==> src/rtl/uart_rxq_pkg.sv <==
// Shared word layout of the receive queue.
// Assumes 8-bit characters; error bits sit above the data byte.
package uart_rxq_pkg;
    localparam int DW = 8;

    typedef struct packed {
        logic          brk;
        logic          par;
        logic          frm;
        logic [DW-1:0] data;
    } rxq_word_t;

    localparam int WW = $bits(rxq_word_t);
endpackage

==> src/rtl/uart_rxq_src.sv <==
// Source selector: picks which incoming character is written this cycle.
// Assumes at most one write per cycle. A break beats data. Loopback
// disconnects the line inputs completely.
module uart_rxq_src
    import uart_rxq_pkg::*;
(
    input  logic          lb_en,
    input  logic          rx_vld,
    input  logic [DW-1:0] rx_data,
    input  logic          rx_frm,
    input  logic          rx_par,
    input  logic          rx_brk,
    input  logic          lb_vld,
    input  logic [DW-1:0] lb_data,
    input  logic          lb_brk,
    output logic          push,
    output rxq_word_t     word
);
    // Select the write source and build the stored word.
    always_comb begin
        push = 1'b0;
        word = '0;
        if (lb_en) begin
            if (lb_brk) begin
                push     = 1'b1;
                word.brk = 1'b1;
            end else if (lb_vld) begin
                push      = 1'b1;
                word.data = lb_data;
            end
        end else begin
            if (rx_brk) begin
                push     = 1'b1;
                word.brk = 1'b1;
            end else if (rx_vld) begin
                push      = 1'b1;
                word.data = rx_data;
                word.frm  = rx_frm;
                word.par  = rx_par;
            end
        end
    end
endmodule

==> src/rtl/uart_rxq_ctl.sv <==
// Occupancy and read-position control.
// Assumes DEPTH is a power of two and at least 2. The effective depth is
// DEPTH or 1. A read is applied before a write in the same cycle. A flush
// overrides all traffic in its cycle.
module uart_rxq_ctl #(
    parameter int DEPTH = 16,
    localparam int AW = $clog2(DEPTH),
    localparam int CW = AW + 1
) (
    input  logic          clk,
    input  logic          rst_n,
    input  logic          fifo_mode,
    input  logic          flush,
    input  logic          push,
    input  logic          pop,
    output logic          wr_we,
    output logic [AW-1:0] wr_slot,
    output logic [AW-1:0] rd_slot,
    output logic          pop_ok,
    output logic          drop,
    output logic [CW-1:0] occ_mid,
    output logic          full,
    output logic          empty,
    output logic [CW-1:0] free_space
);
    logic [CW-1:0] count_q;
    logic [CW-1:0] depth_eff;
    logic [AW-1:0] rptr_q;
    logic [AW-1:0] rptr_nx;
    logic [AW-1:0] mask;
    logic          pop_dec;
    logic          room;

    // Derive the effective depth, the read-first occupancy and the write slot.
    always_comb begin
        depth_eff = fifo_mode ? CW'(DEPTH) : CW'(1);
        mask      = fifo_mode ? AW'(DEPTH - 1) : '0;
        pop_ok    = pop && !flush;
        pop_dec   = pop_ok && (count_q != '0);
        occ_mid   = count_q - CW'(pop_dec);
        rptr_nx   = pop_dec ? ((rptr_q + AW'(1)) & mask) : rptr_q;
        room      = occ_mid < depth_eff;
        wr_we     = push && !flush && room;
        drop      = push && !flush && !room;
        wr_slot   = (rptr_nx + occ_mid[AW-1:0]) & mask;
    end

    // Advance occupancy and read position; flush or reset empties.
    always_ff @(posedge clk) begin
        if (!rst_n || flush) begin
            count_q <= '0;
            rptr_q  <= '0;
        end else begin
            count_q <= occ_mid + CW'(wr_we);
            rptr_q  <= rptr_nx;
        end
    end

    // Status derived from the registered occupancy.
    always_comb begin
        rd_slot    = rptr_q;
        full       = (count_q == depth_eff);
        empty      = (count_q == '0);
        free_space = depth_eff - count_q;
    end
endmodule

==> src/rtl/uart_rxq_store.sv <==
// Word storage: one register per slot, a single write port and a
// combinational read port. Assumes the write slot is in range.
module uart_rxq_store
    import uart_rxq_pkg::*;
#(
    parameter int DEPTH = 16,
    localparam int AW = $clog2(DEPTH)
) (
    input  logic          clk,
    input  logic          rst_n,
    input  logic          we,
    input  logic [AW-1:0] wslot,
    input  rxq_word_t     wword,
    input  logic [AW-1:0] rslot,
    output rxq_word_t     rword
);
    rxq_word_t ent [DEPTH];

    for (genvar g = 0; g < DEPTH; g++) begin : g_slot
        // Capture the written word into this slot.
        always_ff @(posedge clk) begin
            if (!rst_n) begin
                ent[g] <= '0;
            end else if (we && (wslot == AW'(g))) begin
                ent[g] <= wword;
            end
        end
    end

    // Present the word at the read position.
    always_comb rword = ent[rslot];
endmodule

==> src/rtl/uart_rxq_irq.sv <==
// Receive level interrupt. It reacts only when the occupancy crosses the
// trigger level exactly. Assumes occ_mid is the occupancy after this
// cycle's read and before its write.
module uart_rxq_irq #(
    parameter int CW   = 5,
    parameter int TRIG = 1
) (
    input  logic          clk,
    input  logic          rst_n,
    input  logic          push_ok,
    input  logic          pop_ok,
    input  logic [CW-1:0] occ_mid,
    output logic          irq,
    output logic          upd
);
    logic hit;
    logic set;
    logic clr;

    // Detect the exact crossing of the trigger level.
    always_comb begin
        hit = (occ_mid + CW'(1)) == CW'(TRIG);
        set = push_ok && hit;
        clr = pop_ok && hit;
    end

    // Hold the interrupt; a setting write wins over a clearing read.
    always_ff @(posedge clk) begin
        if (!rst_n) begin
            irq <= 1'b0;
            upd <= 1'b0;
        end else begin
            upd <= set;
            if (set) begin
                irq <= 1'b1;
            end else if (clr) begin
                irq <= 1'b0;
            end
        end
    end
endmodule

==> src/rtl/uart_rxq.sv <==
// Top: receive character queue with mode-dependent depth and a level
// interrupt. Assumes read and clear strobes last one cycle each. Changing
// the mode empties the queue at the next edge.
module uart_rxq
    import uart_rxq_pkg::*;
#(
    parameter int DEPTH = 16,
    parameter int TRIG  = 1,
    localparam int AW = $clog2(DEPTH),
    localparam int CW = AW + 1
) (
    input  logic          clk,
    input  logic          rst_n,
    input  logic          cfg_fifo_en,
    input  logic          lb_en,
    input  logic          rx_vld,
    input  logic [DW-1:0] rx_data,
    input  logic          rx_frm,
    input  logic          rx_par,
    input  logic          rx_brk,
    input  logic          lb_vld,
    input  logic [DW-1:0] lb_data,
    input  logic          lb_brk,
    input  logic          rd_en,
    input  logic          st_clr,
    output logic [WW-1:0] rd_data,
    output logic [2:0]    err_stat,
    output logic          ovr,
    output logic          full,
    output logic          empty,
    output logic [CW-1:0] free_space,
    output logic          rx_irq,
    output logic          irq_upd
);
    logic          mode_q;
    logic          flush;
    logic          push;
    rxq_word_t     pword;
    rxq_word_t     rword;
    logic          wr_we;
    logic [AW-1:0] wr_slot;
    logic [AW-1:0] rd_slot;
    logic          pop_ok;
    logic          drop;
    logic [CW-1:0] occ_mid;

    // Track the active mode; a change requests a flush.
    always_ff @(posedge clk) begin
        if (!rst_n) mode_q <= 1'b0;
        else        mode_q <= cfg_fifo_en;
    end
    always_comb flush = (cfg_fifo_en != mode_q);

    uart_rxq_src u_src (
        .lb_en  (lb_en),
        .rx_vld (rx_vld),
        .rx_data(rx_data),
        .rx_frm (rx_frm),
        .rx_par (rx_par),
        .rx_brk (rx_brk),
        .lb_vld (lb_vld),
        .lb_data(lb_data),
        .lb_brk (lb_brk),
        .push   (push),
        .word   (pword)
    );

    uart_rxq_ctl #(.DEPTH(DEPTH)) u_ctl (
        .clk       (clk),
        .rst_n     (rst_n),
        .fifo_mode (mode_q),
        .flush     (flush),
        .push      (push),
        .pop       (rd_en),
        .wr_we     (wr_we),
        .wr_slot   (wr_slot),
        .rd_slot   (rd_slot),
        .pop_ok    (pop_ok),
        .drop      (drop),
        .occ_mid   (occ_mid),
        .full      (full),
        .empty     (empty),
        .free_space(free_space)
    );

    uart_rxq_store #(.DEPTH(DEPTH)) u_store (
        .clk  (clk),
        .rst_n(rst_n),
        .we   (wr_we),
        .wslot(wr_slot),
        .wword(pword),
        .rslot(rd_slot),
        .rword(rword)
    );

    uart_rxq_irq #(.CW(CW), .TRIG(TRIG)) u_irq (
        .clk    (clk),
        .rst_n  (rst_n),
        .push_ok(wr_we),
        .pop_ok (pop_ok),
        .occ_mid(occ_mid),
        .irq    (rx_irq),
        .upd    (irq_upd)
    );

    // Latch the word read and its error bits; clear on request.
    always_ff @(posedge clk) begin
        if (!rst_n) begin
            rd_data  <= '0;
            err_stat <= '0;
        end else if (pop_ok) begin
            rd_data  <= rword;
            err_stat <= {rword.brk, rword.par, rword.frm};
        end else if (st_clr) begin
            err_stat <= '0;
        end
    end

    // Sticky overrun on a dropped word.
    always_ff @(posedge clk) begin
        if (!rst_n)      ovr <= 1'b0;
        else if (drop)   ovr <= 1'b1;
        else if (st_clr) ovr <= 1'b0;
    end
endmodule

==> config.mk <==
export PLATFORM = sky130hd
export DESIGN_NAME = uart_rxq
export DESIGN_NICKNAME = d
export VERILOG_FILES = /design/src/rtl/uart_rxq_pkg.sv /design/src/rtl/uart_rxq_src.sv /design/src/rtl/uart_rxq_ctl.sv /design/src/rtl/uart_rxq_store.sv /design/src/rtl/uart_rxq_irq.sv /design/src/rtl/uart_rxq.sv
export SDC_FILE = /design/constraint.sdc
export NUM_CORES = 1
export LEC_CHECK = 0
export CAP_MARGIN = 20
export CORE_ASPECT_RATIO = 1.1
export CORE_MARGIN = 2
export CORE_UTILIZATION = 43
export CTS_CLUSTER_SIZE = 12
export DETAILED_ROUTE_END_ITERATION = 10
export DONT_BUFFER_PORTS = 1
export PLACE_DENSITY = 0.56
export SYNTH_ARGS = -nofsm -noshare
export SYNTH_HDL_FRONTEND = slang
export SYNTH_HIERARCHICAL = 1
export SYNTH_SLANG_ARGS = --single-unit
==> constraint.sdc <==
create_clock -name clk -period 7.01 [get_ports clk]
set_input_delay 0.3505 -clock clk [delete_from_list [all_inputs] [get_ports clk]]
set_output_delay 0.3505 -clock clk [all_outputs]
set_load 0.05 [all_outputs]
==> impl_metrics.json, run 1 <==
{
  "outcome": "completed",
  "wl_per_cell_um": 23.8,
  "cts-root-buf": "clkbuf_16",
  "end_kind": "flop",
  "cp_max_fo": 12,
  "multi_input_area_um2": 3690,
  "syn2layout_area_growth_pct": 9.38,
  "ys_ff_latch": 203,
  "synthesis.nets": 738,
  "drc": 0,
  "antenna_found_initial": 0,
  "htreeDepth": 1,
  "layout-drive-gt1-share_pct": 12.3,
  "rsz0062_at_grt": "false",
  "grt_start_max_net_pins": 47,
  "final-setup-viol-count": 0,
  "leakage_nw": 3.97,
  "async_reset_ff_share_pct": 0,
  "seq_area_um2": 5830,
  "finalHoldViolCount": 0,
  "cp.required_ns": 7.37,
  "grt-ovfl-total": 0,
  "placed_cell_area_um2": 10100,
  "postSynthCellCount": 698,
  "r2r_end": "u_store/ent[13][0]",
  "synth_top_cell_by_area": "edfxtp_1",
  "die_h_um": 163,
  "clock-sinks": 203,
  "post-synth-top-count-cell": "and2_1",
  "hold_end": "err_stat[1]",
  "power_density_nw_per_um2": 250,
  "critPathArrivalTime_ns": 5.60,
  "ys_dominant_reg_cell": "edfxtp_1",
  "fmaxAchievable_mhz": 191,
  "core_um2": 22700,
  "clk_pin_slew_worst_paths_ns": 0.06,
  "maxSlewViolCount": 0,
  "synth-edff-count": 176,
  "start_util_pct": 43.4,
  "max_cap_viol_count": 0,
  "min_path_cells": 2,
  "fin_crit_ns": 5.24,
  "die_x_um": 148,
  "synth_top_area_share_pct": 53.6,
  "worstSetupPathType": "reg2reg",
  "ys_types": 61,
  "vias": 5700,
  "reg2reg_depth": 14,
  "vias_per_cell": 5.65,
  "timing.rr.start": "mode_q",
  "cp-start-kind": "flop",
  "skew_ns": 0.0126,
  "num_io_pins": 52,
  "cts_made_buffers": 22,
  "seq_area_frac_synth_pct": 59.1,
  "slew_headroom_pct": 25.3,
  "n_fill_cell": 1968,
  "die_area_um2": 24200,
  "dp_hpwl_um": 15200,
  "fin_crit_sh_pct": 74.8,
  "ir_worst_vdd_uv": 128,
  "synth_area_leaders": "edfxtp_1, and2_1, mux4_1",
  "num_rows": 58,
  "diodes": 0,
  "synthesis.area_um2": 9860,
  "grt_pass1_vias": 5972,
  "fin_cells": 1008,
  "nNetsFinal": 734,
  "min_from": "rst_n",
  "final.setup.tns_ns": 0,
  "hp-class": "in2reg",
  "synthTopCellsByCount": "and2_1, edfxtp_1, clkbuf_1",
  "worstMarginPinSlew_ns": 1.11,
  "firstDrtPassIters": 4,
  "cts_tree": "yes",
  "drt_iter0_drc": 532,
  "dp.cells": 966,
  "ys.warnings.count": 6,
  "ant_nets": 0,
  "syn_area_per_cell_um2": 14.1,
  "portBuffers": 0,
  "grt_pass1_wl_um": 36400,
  "wl_um": 23900,
  "track_usage_pct": 20.1,
  "clkLatencyLatePin_ns": 0.50,
  "postLayoutCellArea_um2": 10800,
  "regToRegSetupSlack_ns": 1.77,
  "clk_path_buf_depth": 3,
  "post-route-util_pct": 47.5,
  "whs_ns": 0.0146,
  "place.gp.congestion": 0.822
}
## report_power, final
group / switching, mW / total (mW) / internal (mW) / leakage [nW]
logic: 0.141 / 0.213 / 0.0721 / 1.60
registers: 0.0439 / 1.41 / 1.36 / 2.04
clock network: 0.449 / 1.08 / 0.634 / 0.333
total: 0.633 / 2.70 / 2.07 / 3.97
## registers in the layout, indices dropped and copies added (netlist names)
name and flops:
rd_data 11, u_store/ent 176, u_ctl/count_q 5, u_irq/irq 1, u_ctl/rd_slot 4, err_stat 3, mode_q 1, u_irq/upd 1
ovr 1
## metal layers
layer	vias to the layer above	part of all wire, %	track usage, %
met5	-	0	0
li1	2553	-	-
met2	165	49	34.2
met3	31	6.6	4.57
met1	2951	42	26.3
met4	0	2.0	5.02
## cell families after synthesis
family / after synthesis / share of synthesized area [%]
compound gates: 67 / 4.75
mux: 58 / 12.3
flops: 203 / 59.1
buf+inv: 62 / 3.50
xor+xnor: 12 / 1.26
simple gates: 284 / 17.5
fa+ha+maj: 12 / 1.60
## area by class of cell
cell class              instances  share of cell area [%]
multi-input cells             433                    34.2
well taps                     300                    3.48
flip-flops and latches        203                    54.0
clock buffers                  34                    6.01
repair buffers                 23                    1.69
clock inverters                 4                   0.186
inverters                      11                   0.383
## cell usage in the layout (no fill, tap or decap), types with 3 or more instances in the layout
cell	netlist	routed
a22oi_1	22	22
dfxtp_1	27	25
nor2b_1	15	15
ha_1	11	11
o21ai_0	18	18
buf_4	3	19
nor2_1	23	23
mux4_1	21	21
a22o_1	8	8
mux4_2	23	23
nand2_1	19	19
and2_1	186	186
nand2b_1	5	5
o21ai_1	4	4
clkbuf_1	29	6
nand3_1	8	8
dlygate4sd3_1	0	4
edfxtp_1	176	176
clkbuf_4	1	3
nand3b_1	3	3
clkbuf_16	0	23
inv_1	11	11
mux2i_1	13	13
xnor2_1	6	6
xor2_1	5	5
## how the worst max path moves through the flow
stage | start | endpoint | slack, ns | cells after the start
floorplan | u_ctl/count_q[2] | u_store/ent[1][0] | 2.40 | 12
global placement | mode_q | u_store/ent[13][8] | 2.02 | 14
detailed placement | mode_q | u_store/ent[13][4] | 1.87 | 14
CTS | mode_q | u_store/ent[13][0] | 1.77 | 14
global route | mode_q | u_store/ent[12][10] | 1.34 | 14
finish | mode_q | u_store/ent[13][0] | 1.77 | 14
## worst max-delay path, stage by stage (launching register included)
cell,delay (ns)
dfxtp_1,0.58
xor2_1,0.17
nand2b_1,0.24
a21oi_2,0.25
ha_1,0.22
ha_1,0.17
xor2_1,0.54
ha_1,0.38
and3_1,0.19
or3_1,0.37
a21o_1,0.19
mux2i_1,0.53
nand4b_1,0.34
nor2_1,0.70
and2_1,0.23
## stage by stage
stage	total power, mW	setup slack [ns]
after floorplan	1.58	2.40
after CTS	2.72	1.77
final	2.70	1.77
after detailed placement	1.64	1.87
after global routing	2.79	1.34
after global placement	1.63	2.02
## timing repair
action / CTS / global route
gates resized for setup: 0 / 0
buffers inserted: 0 / 0
hold buffers: 4 / 0
endpoints found under the hold margin: 15 / 0
No activity file was read; power rests on OpenSTA's default activity.
==> inputs of run 2 (changes only) <==
--- a/config.mk
+++ b/config.mk
@@ -5,6 +5,7 @@
 export SDC_FILE = /design/constraint.sdc
 export NUM_CORES = 1
 export LEC_CHECK = 0
+export ABC_AREA = 1
 export CAP_MARGIN = 20
 export CORE_ASPECT_RATIO = 1.1
 export CORE_MARGIN = 2
==> constraint.sdc (replaced) <==
create_clock -name clk -period 5.1 [get_ports clk]
set_input_delay 0.255 -clock clk [delete_from_list [all_inputs] [get_ports clk]]
set_output_delay 0.255 -clock clk [all_outputs]
set_load 0.05 [all_outputs]
==> run 2 against run 1 <==
Combinational power grew 55%. Sequential power rose by 37%. Worst setup slack worse by 1.2 ns. Register-to-register slack got worse by 1.2 ns. Synthesized area is 7.4% higher. First-iteration DRC count up 9.0%. Global-route usage grew 1.1 points. Via count rose by 38%. Routed wire length grew 15%. Total power rose by 40%. Highest routed layer unchanged. Die area rose by 7.2%.
==> impl_metrics.json, run 2 <==
{
  "outcome": "completed",
  "rsz0062_at_grt": "false",
  "post-synth-top-count-cell": "nand2_1",
  "ys_dominant_reg_cell": "edfxtp_1",
  "clock_power_share_pct": 40.0,
  "max_cap_viol_count": 0,
  "clk_pin_slew_worst_paths_ns": 0.06,
  "synth_top_area_share_pct": 49.9,
  "fin_crit_sh_pct": 88.5,
  "power_density_nw_per_um2": 329,
  "syn_area_per_cell_um2": 8.39,
  "portBuffers": 0,
  "grt_start_max_net_pins": 91,
  "swShare_pct": 25.3,
  "clock-sinks": 203,
  "ir_worst_vdd_uv": 225,
  "dp_hpwl_um": 17300,
  "die_h_um": 169,
  "layout-drive-gt1-share_pct": 9.66,
  "hp-class": "in2reg",
  "synthesis.area_um2": 10600,
  "core_um2": 24300,
  "cts_resized": 0,
  "antenna_found_initial": 0,
  "ys_ff_latch": 203,
  "grt_pass1_vias": 7409,
  "synthesis.nets": 1302,
  "wl_um": 27600,
  "syn2layout_area_growth_pct": 8.25,
  "cp_max_fo": 11,
  "fmaxAchievable_mhz": 222,
  "reg2reg_depth": 20,
  "die_area_um2": 25900,
  "final_cell_mix": "nand2_1, inv_1, edfxtp_1",
  "synthTopCellsByCount": "nand2_1, inv_1, edfxtp_1",
  "layout_commonest_cell": "nand2_1",
  "critPathArrivalTime_ns": 4.68,
  "postCtsSetupRepairBufs": 0,
  "vias_per_cell": 5.05,
  "start_util_pct": 43.5,
  "slew_headroom_pct": 25.5,
  "place.gp.congestion": 0.813,
  "leakage_nw": 4.89,
  "clk_path_buf_depth": 3,
  "drt_iter0_drc": 580,
  "num_io_pins": 52,
  "grt-ovfl-total": 0,
  "seq_power_share_pct": 51.2,
  "die_x_um": 154,
  "htreeDepth": 1,
  "p_comb_share_pct": 8.7,
  "wl_per_cell_um": 17.7,
  "maxSlewViolCount": 0,
  "cts-root-buf": "clkbuf_16",
  "final.setup.tns_ns": 0,
  "cts_made_buffers": 23,
  "synth_area_leaders": "edfxtp_1, nand2_1, inv_1",
  "largestRegisters": "u_store/ent x176, rd_data x11, u_ctl/count_q x5",
  "p_int_mw": 2.82,
  "fin_crit_ns": 4.51,
  "synth-edff-count": 176,
  "final-setup-viol-count": 0,
  "cp-start-kind": "flop",
  "seq_area_frac_synth_pct": 55.0,
  "largest_reg_flops": 176,
  "min_path_cells": 2,
  "firstDrtPassIters": 8,
  "drc": 0,
  "finalHoldViolCount": 0,
  "diodes": 0,
  "num_rows": 60,
  "nNetsFinal": 1278,
  "cts_tree": "yes",
  "ys.warnings.count": 6,
  "worstMarginPinSlew_ns": 1.11,
  "post-route-util_pct": 47.1,
  "p_sw_mw": 0.956,
  "async_reset_ff_share_pct": 0,
  "ys_types": 38,
  "cp.required_ns": 5.27,
  "ant_nets": 0,
  "end_kind": "flop",
  "vias": 7885,
  "track_usage_pct": 21.2,
  "grt_pass1_wl_um": 42300,
  "postSynthCellCount": 1262,
  "synth_top_cell_by_area": "edfxtp_1",
  "worstSetupPathType": "reg2reg",
  "largest-register": "u_store/ent",
  "skew_ns": 0.0223,
  "clkLatencyLatePin_ns": 0.52
}
==> run 2: changes by cell type in the layout (fill, tap and decap cells not counted), moves of 15 or more <==
cell     previous run  this run
mux4_2             23         0
and2_1            186         0
nor2_2              0        44
mux4_1             21         0
nand2_1            19       325
nand3_1             8       145
inv_1              11       200
nor2b_1            15         0
a22oi_1            22         0
nor2_1             23       175
==> run 2: area by class of cell <==
type	instances	area (um2)
Clock buffer	31	636
Clock inverter	8	38.8
Fill cell	2393	12900
Inverter	209	788
Multi-Input combinational cell	779	3610
Sequential cell	203	5830
Tap cell	310	388
Timing Repair Buffer	22	175
==> run 2: metal layers <==
metal	vias to the layer above	GRT usage (%)	share of wire [%]
li1	3899	-	-
met3	50	3.10	5.6
met5	-	0	0
met4	0	5.50	2.3
met1	3725	28.0	43
met2	211	36.7	49
==> run 2: cells by family after synthesis <==
group	after synthesis	synth area share [%]
and+or+nand+nor	721	29.9
buffers and inverters	280	10.9
DFF	203	55.0
AOI/OAI and AO/OA	38	2.04
adders and majority gates	12	1.49
xor gates and xnor gates	8	0.662
==> run 2: what timing repair did <==
action / CTS / global route
setup endpoints to repair: 0 / 0
hold endpoints to repair: 18 / 0
hold buffers: 4 / 0
==> run 2: worst paths after layout <==
check,end,slack [ns],from
worst max-delay path,u_store/ent[10][5],0.59,mode_q
worst min-delay path,u_ctl/rd_slot[2],0.10,rst_n
worst max register to register,u_store/ent[10][5],0.59,mode_q
worst min register to register,u_ctl/rd_slot[0],0.56,u_ctl/rd_slot[0]
==> run 2: power groups by stage <==
stage | clock network, mW | registers, mW | logic (mW)
finish | 1.51 | 1.93 | 0.330
CTS | 1.54 | 1.93 | 0.331
global placement | 0 | 1.97 | 0.322
floorplan | 0 | 1.96 | 0.237
detailed placement | 0 | 1.97 | 0.325
global route | 1.59 | 1.94 | 0.365
==> run 2: worst max-delay path: stages (launching register included) <==
cell	delay, ns
dfxtp_1	0.59
xor2_1	0.33
nor2_4	0.08
nand2_4	0.09
inv_4	0.05
ha_1	0.21
ha_1	0.22
xnor2_1	0.23
inv_2	0.10
ha_1	0.35
nand3_1	0.09
nand3_1	0.08
inv_1	0.06
nand2_1	0.04
nand2_1	0.10
nand3_1	0.09
a21oi_1	0.38
inv_2	0.10
nor3_4	0.45
nand2_1	0.11
nand2_1	0.38
==> run 2: stage by stage <==
step	setup slack [ns]	hold WS, ns	power (mW)	instance area [um2]	std cells
3_3_place_gp	0.770	0.358	2.29	10700	1519
6_report	0.587	0.100	3.77	11500	1562
4_1_cts	0.591	0.0899	3.80	11500	1562
2_1_floorplan	1.07	0.348	2.20	10600	1262
3_5_place_dp	0.668	0.358	2.29	10700	1519
5_1_grt	0.238	0.127	3.90	11500	1562
==> inputs of run 3 (changes only) <==
--- a/config.mk
+++ b/config.mk
@@ -5,7 +5,6 @@
 export SDC_FILE = /design/constraint.sdc
 export NUM_CORES = 1
 export LEC_CHECK = 0
-export ABC_AREA = 1
 export CAP_MARGIN = 20
 export CORE_ASPECT_RATIO = 1.1
 export CORE_MARGIN = 2
==> run 3 against run 2 <==
Via count shrank 29%. Routed wire length shrank 17%. Combinational power shrank 9.1%. Global-route usage shrank 1.6 points. Utilization grew 1.0 points. Maximum frequency shrank 4.3%. Clock skew shrank 0.0075 ns. Worst hold slack lost 0.051 ns. Final cell count shrank 35%. Total power is essentially flat. Die area shrank 6.7%. Critical path type unchanged. Largest cell class unchanged.
==> impl_metrics.json, run 3 (synthesis gave the netlist of run 1 again) <==
{
  "cp_max_fo": 12,
  "largest_reg_flops": 176,
  "post-route-util_pct": 48.1,
  "drc": 0,
  "place.gp.congestion": 0.822,
  "worstMarginPinSlew_ns": 1.09,
  "die_h_um": 163,
  "vias_per_cell": 5.50,
  "fmaxAchievable_mhz": 212,
  "grt_pass1_vias": 5798,
  "power_density_nw_per_um2": 345,
  "worstSetupPathType": "reg2reg",
  "num_rows": 58,
  "leakage_nw": 4.06,
  "cp-start-kind": "flop",
  "grt-ovfl-total": 0,
  "cts_tree": "yes",
  "wl_um": 22900,
  "layout-drive-gt1-share_pct": 14.1,
  "outcome": "completed",
  "clk_pin_slew_worst_paths_ns": 0.06,
  "clock-sinks": 203,
  "cp.required_ns": 5.30,
  "pre_cts_ws_ns": 0.247,
  "grt_pass1_wl_um": 35400,
  "clk_path_buf_depth": 3,
  "postLayoutCellArea_um2": 10900,
  "hp-class": "in2reg",
  "core_um2": 22700,
  "cts_made_buffers": 22,
  "seq_area_um2": 5830,
  "num_io_pins": 52,
  "track_usage_pct": 19.6,
  "antenna_found_initial": 0,
  "power.total_mw": 3.78,
  "largestRegisters": "u_store/ent x176, rd_data x11, u_ctl/count_q x5",
  "final.setup.tns_ns": 0,
  "rsz0062_at_grt": "false",
  "ant_nets": 0,
  "seq_power_share_pct": 51.2,
  "syn2layout_area_growth_pct": 10.9,
  "layout_commonest_cell": "and2_1",
  "fin_cells": 1023,
  "critPathArrivalTime_ns": 4.91,
  "die_x_um": 148,
  "ir_worst_vdd_uv": 157,
  "p_comb_share_pct": 7.9,
  "n_fill_cell": 1975,
  "skew_ns": 0.0148,
  "finalHoldViolCount": 0,
  "start_util_pct": 43.4,
  "final_cell_mix": "and2_1, edfxtp_1, buf_4",
  "diodes": 0,
  "largest-register": "u_store/ent",
  "slew_headroom_pct": 26.7,
  "multi_input_area_um2": 3700,
  "fin_crit_ns": 4.71,
  "nNetsFinal": 749,
  "placed_cell_area_um2": 10200,
  "grt_start_max_net_pins": 47,
  "setup_slack_ns": 0.386,
  "p_int_mw": 2.90,
  "fin_crit_sh_pct": 92.4,
  "dp_hpwl_um": 15000,
  "cts-root-buf": "clkbuf_16",
  "max_cap_viol_count": 0,
  "vias": 5623,
  "dp.cells": 981,
  "drt_iter0_drc": 374,
  "swShare_pct": 23.3,
  "htreeDepth": 1,
  "firstDrtPassIters": 4,
  "wl_per_cell_um": 22.4,
  "end_kind": "flop",
  "final-setup-viol-count": 0,
  "maxSlewViolCount": 0,
  "clock_power_share_pct": 40.9,
  "portBuffers": 0,
  "p_sw_mw": 0.879,
  "die_area_um2": 24200,
  "clkLatencyLatePin_ns": 0.50,
  "whs_ns": 0.0492
}
==> run 3: cell types whose count changed in the layout (fill, tap and decap cells not counted), sizes merged, moves of 8 or more <==
cell	delta
nand3	-142
nor2b	+15
a21oi	-11
nand4	-10
buf	+16
nor2	-201
mux2i	+13
mux4	+44
and2	+186
a22oi	+22
inv	-197
a22o	+8
nand2	-309
==> run 3: what timing repair did <==
item                       in CTS  in global routing
resized for setup               0                  2
setup buffers                   0                  0
hold endpoints to repair       18                  0
setup endpoints to repair       0                304
hold buffers                    4                  0
==> run 3: worst max-delay path: stages, from the launching register on <==
cell and delay (ns):
dfxtp_1 0.61, xor2_1 0.20, nand2b_1 0.26, a21oi_2 0.27, ha_1 0.22, ha_1 0.21
nor3b_1 0.24, xor2_1 0.38, ha_1 0.32, o41ai_1 0.10, nor3b_1 0.36, buf_4 0.25
or3b_2 0.50, o21ai_0 0.23, buf_4 0.25
==> run 3: power by group through the flow <==
stage                     Sequential, mW  Combinational [mW]  Clock [mW]
final                               1.93               0.300        1.54
after global routing                1.94               0.322        1.65
after detailed placement            1.97               0.295           0
after global placement              1.96               0.290           0
after floorplan                     1.96               0.212           0
after CTS                           1.93               0.301        1.58
==> run 3: path summary, 6_finish.rpt <==
| kind | from | to | slack, ns | cells after the start |
|---|---|---|---|---|
| max reg2reg | mode_q | u_store/ent[4][3] | 0.39 | 14 |
| min | rst_n | u_ctl/rd_slot[1] | 0.05 | 2 |
| min reg2reg | u_ctl/rd_slot[3] | u_ctl/rd_slot[3] | 0.66 | 2 |
| max | mode_q | u_store/ent[4][3] | 0.39 | 14 |
==> run 3: per-layer routing <==
metal,global-route usage (%),part of all wire [%],up-vias,wire length [um]
met5,0,0,-,0
met3,3.08,4.7,31,1090
met2,33.8,50,145,11500
li1,-,-,2590,-
met1,26.2,43,2857,9890
met4,4.59,1.8,0,422
==> run 3: area by class of cell <==
class                   count  area share (%)
flip-flops and latches    203            53.3
multi-input cells         433            33.9
inverters                  11           0.378
clock buffers              33            5.92
clock inverters             5           0.423
well taps                 300            3.43
repair buffers             38            2.70
